[config.mk]
export PLATFORM = sky130hd
export DESIGN_NAME = bus_strobe_seq
export DESIGN_NICKNAME = d
export VERILOG_FILES = /design/src/rtl/bss_pkg.sv /design/src/rtl/bss_tstate_fsm.sv /design/src/rtl/bss_cyc_reg.sv /design/src/rtl/bss_strobe_dec.sv /design/src/rtl/bus_strobe_seq.sv
export SDC_FILE = /design/constraint.sdc
export NUM_CORES = 1
export LEC_CHECK = 0
export BUFFER_PORTS_ARGS = -buffer_cell sky130_fd_sc_hd__buf_4
export CELL_PAD_IN_SITES_DETAIL_PLACEMENT = 2
export CELL_PAD_IN_SITES_GLOBAL_PLACEMENT = 2
export CORE_MARGIN = 3
export CORE_UTILIZATION = 25
export DETAILED_ROUTE_END_ITERATION = 7
export GPL_TIMING_DRIVEN = 0
export HOLD_SLACK_MARGIN = 0.15
export PLACE_DENSITY = 0.76
export SETUP_SLACK_MARGIN = 0.15
export SLEW_MARGIN = 0
export SYNTH_ARGS = -nofsm -noshare
export SYNTH_HDL_FRONTEND = slang
export SYNTH_SLANG_ARGS = --single-unit
[constraint.sdc]
create_clock -name clk_i -period 1.7 [get_ports clk_i]
set_clock_uncertainty 0.05 [all_clocks]
set_input_delay 0.17 -clock clk_i [delete_from_list [all_inputs] [get_ports clk_i]]
set_output_delay 0.17 -clock clk_i [all_outputs]
set_load 0.02 [all_outputs]
[src/rtl/bss_pkg.sv]
package bss_pkg;
  localparam int unsigned CYC_W = 3;
  localparam int unsigned BIT_WR = 0;
  localparam int unsigned BIT_IO = 1;
  localparam int unsigned BIT_INTA = 2;

  typedef enum logic [2:0] {
    TS_IDLE = 3'd0,
    TS_T1   = 3'd1,
    TS_T2   = 3'd2,
    TS_T3   = 3'd3,
    TS_TW   = 3'd4,
    TS_T4   = 3'd5,
    TS_HOLD = 3'd6
  } tstate_e;
endpackage

[src/rtl/bss_tstate_fsm.sv]
module bss_tstate_fsm
  import bss_pkg::*;
(
  input  logic    clk_i,
  input  logic    rst_ni,
  input  logic    req_i,
  input  logic    ready_i,
  input  logic    hold_req_i,
  output tstate_e state_o,
  output logic    load_o
);
  tstate_e state_q, state_d;
  logic    chain_q, chain_d;

  always_comb begin
    state_d = state_q;
    unique case (state_q)
      TS_IDLE: begin
        if (hold_req_i)  state_d = TS_HOLD;
        else if (req_i)  state_d = TS_T1;
      end
      TS_T1:   state_d = TS_T2;
      TS_T2:   state_d = TS_T3;
      TS_T3, TS_TW: state_d = ready_i ? TS_T4 : TS_TW;
      TS_T4: begin
        if (chain_q)         state_d = TS_T1;
        else if (hold_req_i) state_d = TS_HOLD;
        else if (req_i)      state_d = TS_T1;
        else                 state_d = TS_IDLE;
      end
      TS_HOLD: if (!hold_req_i) state_d = TS_IDLE;
      default: state_d = TS_IDLE;
    endcase
  end

  // next cycle is chained when its request is seen entering T4
  assign chain_d = (state_d == TS_T4) && req_i && !hold_req_i;

  always_comb begin
    load_o = chain_d;
    if (state_q == TS_IDLE && !hold_req_i && req_i) load_o = 1'b1;
    if (state_q == TS_T4 && !chain_q && !hold_req_i && req_i) load_o = 1'b1;
  end

  always_ff @(posedge clk_i or negedge rst_ni) begin
    if (!rst_ni) begin
      state_q <= TS_IDLE;
      chain_q <= 1'b0;
    end else begin
      state_q <= state_d;
      chain_q <= chain_d;
    end
  end

  assign state_o = state_q;

  p_wait_on_not_ready_r5: assert property (@(posedge clk_i) disable iff (!rst_ni)
    (state_q == TS_TW) |-> $past(!ready_i));

  p_t4_after_ready_r5: assert property (@(posedge clk_i) disable iff (!rst_ni)
    ((state_q == TS_T3 || state_q == TS_TW) && ready_i) |=> (state_q == TS_T4));

  p_no_hold_mid_cycle_r9: assert property (@(posedge clk_i) disable iff (!rst_ni)
    (state_q == TS_HOLD && $past(state_q) != TS_HOLD)
      |-> ($past(state_q) == TS_IDLE || $past(state_q) == TS_T4));
endmodule

[src/rtl/bss_cyc_reg.sv]
module bss_cyc_reg
  import bss_pkg::*;
(
  input  logic             clk_i,
  input  logic             rst_ni,
  input  logic             load_i,
  input  logic [CYC_W-1:0] type_i,
  input  tstate_e          state_i,
  output logic             mio_o,
  output logic             dtr_o,
  output logic             is_wr_o,
  output logic             is_inta_o
);
  logic mio_q, dtr_q, wr_q, inta_q;

  always_ff @(posedge clk_i or negedge rst_ni) begin
    if (!rst_ni) begin
      mio_q  <= 1'b0;
      dtr_q  <= 1'b0;
      wr_q   <= 1'b0;
      inta_q <= 1'b0;
    end else if (load_i) begin
      mio_q  <= !type_i[BIT_IO] && !type_i[BIT_INTA];
      dtr_q  <= type_i[BIT_WR] && !type_i[BIT_INTA];
      wr_q   <= type_i[BIT_WR] && !type_i[BIT_INTA];
      inta_q <= type_i[BIT_INTA];
    end
  end

  assign mio_o     = mio_q;
  assign dtr_o     = dtr_q;
  assign is_wr_o   = wr_q;
  assign is_inta_o = inta_q;

  p_status_stable_r6: assert property (@(posedge clk_i) disable iff (!rst_ni)
    (state_i == TS_T2 || state_i == TS_T3 || state_i == TS_TW)
      |-> ($stable(mio_o) && $stable(dtr_o)));
endmodule

[src/rtl/bss_strobe_dec.sv]
module bss_strobe_dec
  import bss_pkg::*;
(
  input  logic    clk_i,
  input  logic    rst_ni,
  input  tstate_e state_i,
  input  logic    is_wr_i,
  input  logic    is_inta_i,
  output logic    ale_o,
  output logic    wr_n_o,
  output logic    inta_n_o,
  output logic    oe_o,
  output logic    hlda_o
);
  logic data_phase;

  assign data_phase = (state_i == TS_T2) || (state_i == TS_T3) || (state_i == TS_TW);
  assign ale_o      = (state_i == TS_T1);
  assign wr_n_o     = !(data_phase && is_wr_i);
  assign inta_n_o   = !(data_phase && is_inta_i);
  assign hlda_o     = (state_i == TS_HOLD);
  assign oe_o       = !hlda_o;

  p_ale_single_r2: assert property (@(posedge clk_i) disable iff (!rst_ni)
    ale_o |=> !ale_o);

  p_wr_follows_ale_r3: assert property (@(posedge clk_i) disable iff (!rst_ni)
    $fell(wr_n_o) |-> $past(ale_o));

  p_inta_follows_ale_r4: assert property (@(posedge clk_i) disable iff (!rst_ni)
    $fell(inta_n_o) |-> $past(ale_o));

  p_float_in_hold_r10: assert property (@(posedge clk_i) disable iff (!rst_ni)
    hlda_o |-> (!oe_o && !ale_o && wr_n_o && inta_n_o));
endmodule

[src/rtl/bus_strobe_seq.sv]
module bus_strobe_seq
  import bss_pkg::*;
(
  input  logic             clk_i,
  input  logic             rst_ni,
  input  logic             req_i,
  input  logic [CYC_W-1:0] req_type_i,
  input  logic             ready_i,
  input  logic             hold_req_i,
  output logic             ale_o,
  output logic             wr_n_o,
  output logic             inta_n_o,
  output logic             mio_o,
  output logic             dtr_o,
  output logic             wr_oe_o,
  output logic             mio_oe_o,
  output logic             dtr_oe_o,
  output logic             hlda_o
);
  tstate_e state;
  logic    load, is_wr, is_inta, oe;

  bss_tstate_fsm u_fsm (
    .clk_i      (clk_i),
    .rst_ni     (rst_ni),
    .req_i      (req_i),
    .ready_i    (ready_i),
    .hold_req_i (hold_req_i),
    .state_o    (state),
    .load_o     (load)
  );

  bss_cyc_reg u_cyc (
    .clk_i     (clk_i),
    .rst_ni    (rst_ni),
    .load_i    (load),
    .type_i    (req_type_i),
    .state_i   (state),
    .mio_o     (mio_o),
    .dtr_o     (dtr_o),
    .is_wr_o   (is_wr),
    .is_inta_o (is_inta)
  );

  bss_strobe_dec u_dec (
    .clk_i     (clk_i),
    .rst_ni    (rst_ni),
    .state_i   (state),
    .is_wr_i   (is_wr),
    .is_inta_i (is_inta),
    .ale_o     (ale_o),
    .wr_n_o    (wr_n_o),
    .inta_n_o  (inta_n_o),
    .oe_o      (oe),
    .hlda_o    (hlda_o)
  );

  assign wr_oe_o  = oe;
  assign mio_oe_o = oe;
  assign dtr_oe_o = oe;

  p_idle_grant_r8: assert property (@(posedge clk_i) disable iff (!rst_ni)
    (!ale_o && wr_n_o && inta_n_o && !hlda_o && hold_req_i && $past(hlda_o))
      |=> hlda_o);
endmodule

==> results.txt <==
----------------------------------------------------
[Pwr]
  Power Density ... roughly 2000 mW/mm2
  Leakage Power ... ~0.35 nW
  Worst vdd ir ... just over 0.0009 V

[Finish]
  Share of final-layout standard cells stronger than drive strength 1 ... 0.519
  Synth-to-layout area growth ... 64.9%
  Layout Nets ... 86
  Final cell utilization of the core ... 0.465
  Commonest non-fill, non-tap cell in the layout ... sky130_fd_sc_hd__buf_4
  N_diodes ... 0
  Leading cell types in the layout, fill and taps excluded ... 20 x sky130_fd_sc_hd__buf_4, 6 x sky130_fd_sc_hd__dfrtp_1, 5 x sky130_fd_sc_hd__nand2_1

[Synthesis]
  Synthesized netlist net count ... 58
  Post-synthesis sequential element count ... 7
  Mapped cell area ... approximately 450 um2
  Number of synthesis warnings ... 0
  Register area share after synthesis ... 0.390
  Post-Synthesis Mean Instance Area ... between 8 and 9 um2
  Count of different cell masters after synthesis ... 25
  Number of instances in the synthesized netlist ... 50

[STA]
  Endpoints failing hold ... 0
  Number of failing setup endpoints in the final timing report ... 0
  Achievable frequency ... about 0.64 GHz
  Transition time of the tightest slew-check pin ... around 0.23 ns
  Post-layout min period ... between 1.5 and 2 ns
  Unrepaired setup endpoints after global routing ... true
  Final WS setup ... 0.134 ns
  Setup TNS ... 0 ns
  Period Utilization, post-route ... 0.921
  Worst slew margin relative to its limit ... 0.847
  Pins over their slew limit ... 0

[CTS]
  Bufs on Longest Clock Path ... 2
  Clk sinks ... 7
  Insertion delay to the later sink of the worst-skew pair ... approximately 0.26 ns
  Clock tree from TritonCTS ... built
  Root Buffer Master ... sky130_fd_sc_hd__clkbuf_4
  CTS buffer count ... 3
  Clock input transition at the sequential cells of the worst setup and hold paths ... 0.06 ns
  Maximum level of the CTS H-tree ... 1

[Global route]
  Number of antenna violations at the first check in global routing ... 0
  GRT Resource Usage Total ... 0.140
  Overflow left after global routing ... 0
  Number of global-route vias before repair ... about 460
  Wire length of the first global-routing pass ... between 2000 and 2500 um
  Maximum number of pins on one net before global-route repair ... 11

[Drt]
  Final antenna-violating net count ... 0
  DRT iter0 DRCs ... 4
  TritonRoute pass-1 iters ... 4
  Detailed-route via count ... ~470
  DRC violation count after routing ... 0
  Aggregate routed wire length ... 1720 um
  Wire length per cell after detailed routing ... ~17 um
  Post-DR vias/cell ... 4.63

[Setup path]
  Data required time at the worst endpoint ... about 1.8 ns
  Crit path capture type ... flop
  Data arrival time at the worst-slack endpoint ... between 1.5 and 2 ns
  Maximum fanout along the worst path ... 7
  Capturing instance or port of the critical path ... u_cyc.mio_o
  Depth of the worst register-to-register path ... 5
  Setup slack of the worst register-to-register path ... 0.13 ns
  Worst setup path category ... reg -> reg
  Source of the worst register-to-register timing path ... u_fsm.state_o[1]
  Setup crit start ... u_fsm.state_o[1]
  Type of element launching the critical path ... flop
  Endpoint of the worst-slack reg-to-reg timing path ... u_cyc.mio_o

[Floorplanning]
  Count of pins on the block boundary ... 17
  DIE HEIGHT ... slightly below 50 um
  Floorplan core area ... 0.00159 mm2
  Overall die area ... around 0.0023 mm2
  Starting density of the core ... 0.282
  Floorplan row count ... 14
  Horizontal extent of the die ... between 40 and 50 um

[Placement]
  Weighted congestion reported at the end of routability-driven placement ... between 0.7 and 0.8
  Port-buffer cells ... 16
  DP Wirelength ... 1000 um
  Worst setup slack after placement ... 0.150 ns

[Worst hold path]
  Startpoint of the tightest hold check path ... ready_i
  Type of the most critical hold path ... in -> reg

[Run]
  Count of max-cap constraint violations ... 0

[Status]
  Status ... completed

----------------------------------------------------
==> repair_timing <==
action | CTS | global route
gates resized for setup | 6 | 9
setup buffers | 0 | 4
endpoints found under the setup margin | 7 | 8
pin swaps | 1 | 5
endpoints found under the hold margin | 9 | 0
gates cloned | 0 | 0
hold buffers | 3 | 0
==> cell families (layout without fill, tap and decap cells) <==
kind of cell | count (synthesis) | in the layout | synth area share
and+or+nand+nor | 17 | 17 | 0.223
AOI/OAI and AO/OA | 14 | 14 | 0.195
buffers and inverters | 9 | 36 | 0.117
DFF | 7 | 7 | 0.390
muxes | 3 | 3 | 0.0752
==> through the flow <==
step | power [mW] | cell area, um2 | std cells | hold WS (ns)
final | 1.49 | 741 | 101 | 0.165
after global routing | 1.61 | 741 | 101 | 0.159
after CTS | 1.31 | 678 | 97 | 0.153
after detailed placement | 1.08 | 599 | 90 | -0.0565
after global placement | 1.06 | 599 | 90 | -0.0591
after floorplan | 0.823 | 449 | 50 | -0.176
==> layer usage <==
metal	GRT usage	up-vias	share of wire
met5	0	-	0
met4	0.0427	0	0.011
met3	0.0460	4	0.033
met2	0.216	9	0.54
met1	0.185	236	0.42
li1	-	219	-
==> cell type report <==
class	instances	area (um2)
fill	168	853
multi-input combinational	34	262
timing repair buffer	23	188
sequential	7	176
buffer	4	37.5
tap	24	30.0
clock buffer	4	26.3
inverter	5	21.3
==> critical path, stage by stage (launching register included) <==
cell                      delay [ns]
sky130_fd_sc_hd__dfrtp_1        0.37
sky130_fd_sc_hd__buf_6          0.14
sky130_fd_sc_hd__nor3b_4        0.24
sky130_fd_sc_hd__o21ai_2        0.10
sky130_fd_sc_hd__a21oi_4        0.23
sky130_fd_sc_hd__mux2_4         0.32
==> cell usage after synthesis <==
library cell,count,share of area
sky130_fd_sc_hd__nor2_2,1,0.014
sky130_fd_sc_hd__a21oi_2,1,0.020
sky130_fd_sc_hd__nor2b_1,2,0.028
sky130_fd_sc_hd__o2bb2ai_1,1,0.020
sky130_fd_sc_hd__nand2_1,5,0.042
sky130_fd_sc_hd__buf_6,1,0.025
sky130_fd_sc_hd__inv_1,4,0.033
sky130_fd_sc_hd__buf_4,3,0.050
sky130_fd_sc_hd__o22ai_1,1,0.014
sky130_fd_sc_hd__mux2_1,3,0.075
sky130_fd_sc_hd__nor3_1,1,0.011
sky130_fd_sc_hd__a21oi_1,4,0.045
sky130_fd_sc_hd__nand3_1,1,0.011
sky130_fd_sc_hd__dfrtp_1,7,0.39
sky130_fd_sc_hd__nand2b_1,1,0.014
sky130_fd_sc_hd__o21ai_0,3,0.033
sky130_fd_sc_hd__a22oi_1,1,0.017
sky130_fd_sc_hd__a21o_1,1,0.017
sky130_fd_sc_hd__nor2_1,3,0.025
sky130_fd_sc_hd__inv_2,1,0.0083
sky130_fd_sc_hd__nor3b_4,1,0.042
sky130_fd_sc_hd__and3b_1,1,0.020
sky130_fd_sc_hd__o21ai_1,1,0.011
sky130_fd_sc_hd__nor3b_1,1,0.017
sky130_fd_sc_hd__o21ai_2,1,0.020
==> power by group <==
group	switching [mW]	internal (mW)	total, mW
clock network	0.0718	0.0902	0.162
registers	0.0751	0.245	0.320
logic	0.518	0.487	1.00
==> worst min path at each step <==
stage | slack, ns | end | depth (start not counted)
floorplan | -0.18 | u_cyc.dtr_o | 0
global placement | -0.06 | u_cyc.mio_o | 1
detailed placement | -0.06 | u_cyc.mio_o | 1
CTS | 0.15 | u_fsm.chain_q | 2
global route | 0.16 | u_fsm.chain_q | 2
finish | 0.17 | u_fsm.chain_q | 2
==> flip-flops by register name, indices dropped and copies added, names as in the netlist <==
| signal | cells |
|---|---|
| u_cyc.mio_o | 1 |
| u_cyc.is_inta_o | 1 |
| u_fsm.state_o | 3 |
| u_cyc.dtr_o | 1 |
| u_fsm.chain_q | 1 |
Note: power is estimated with default switching activity, not from simulation.
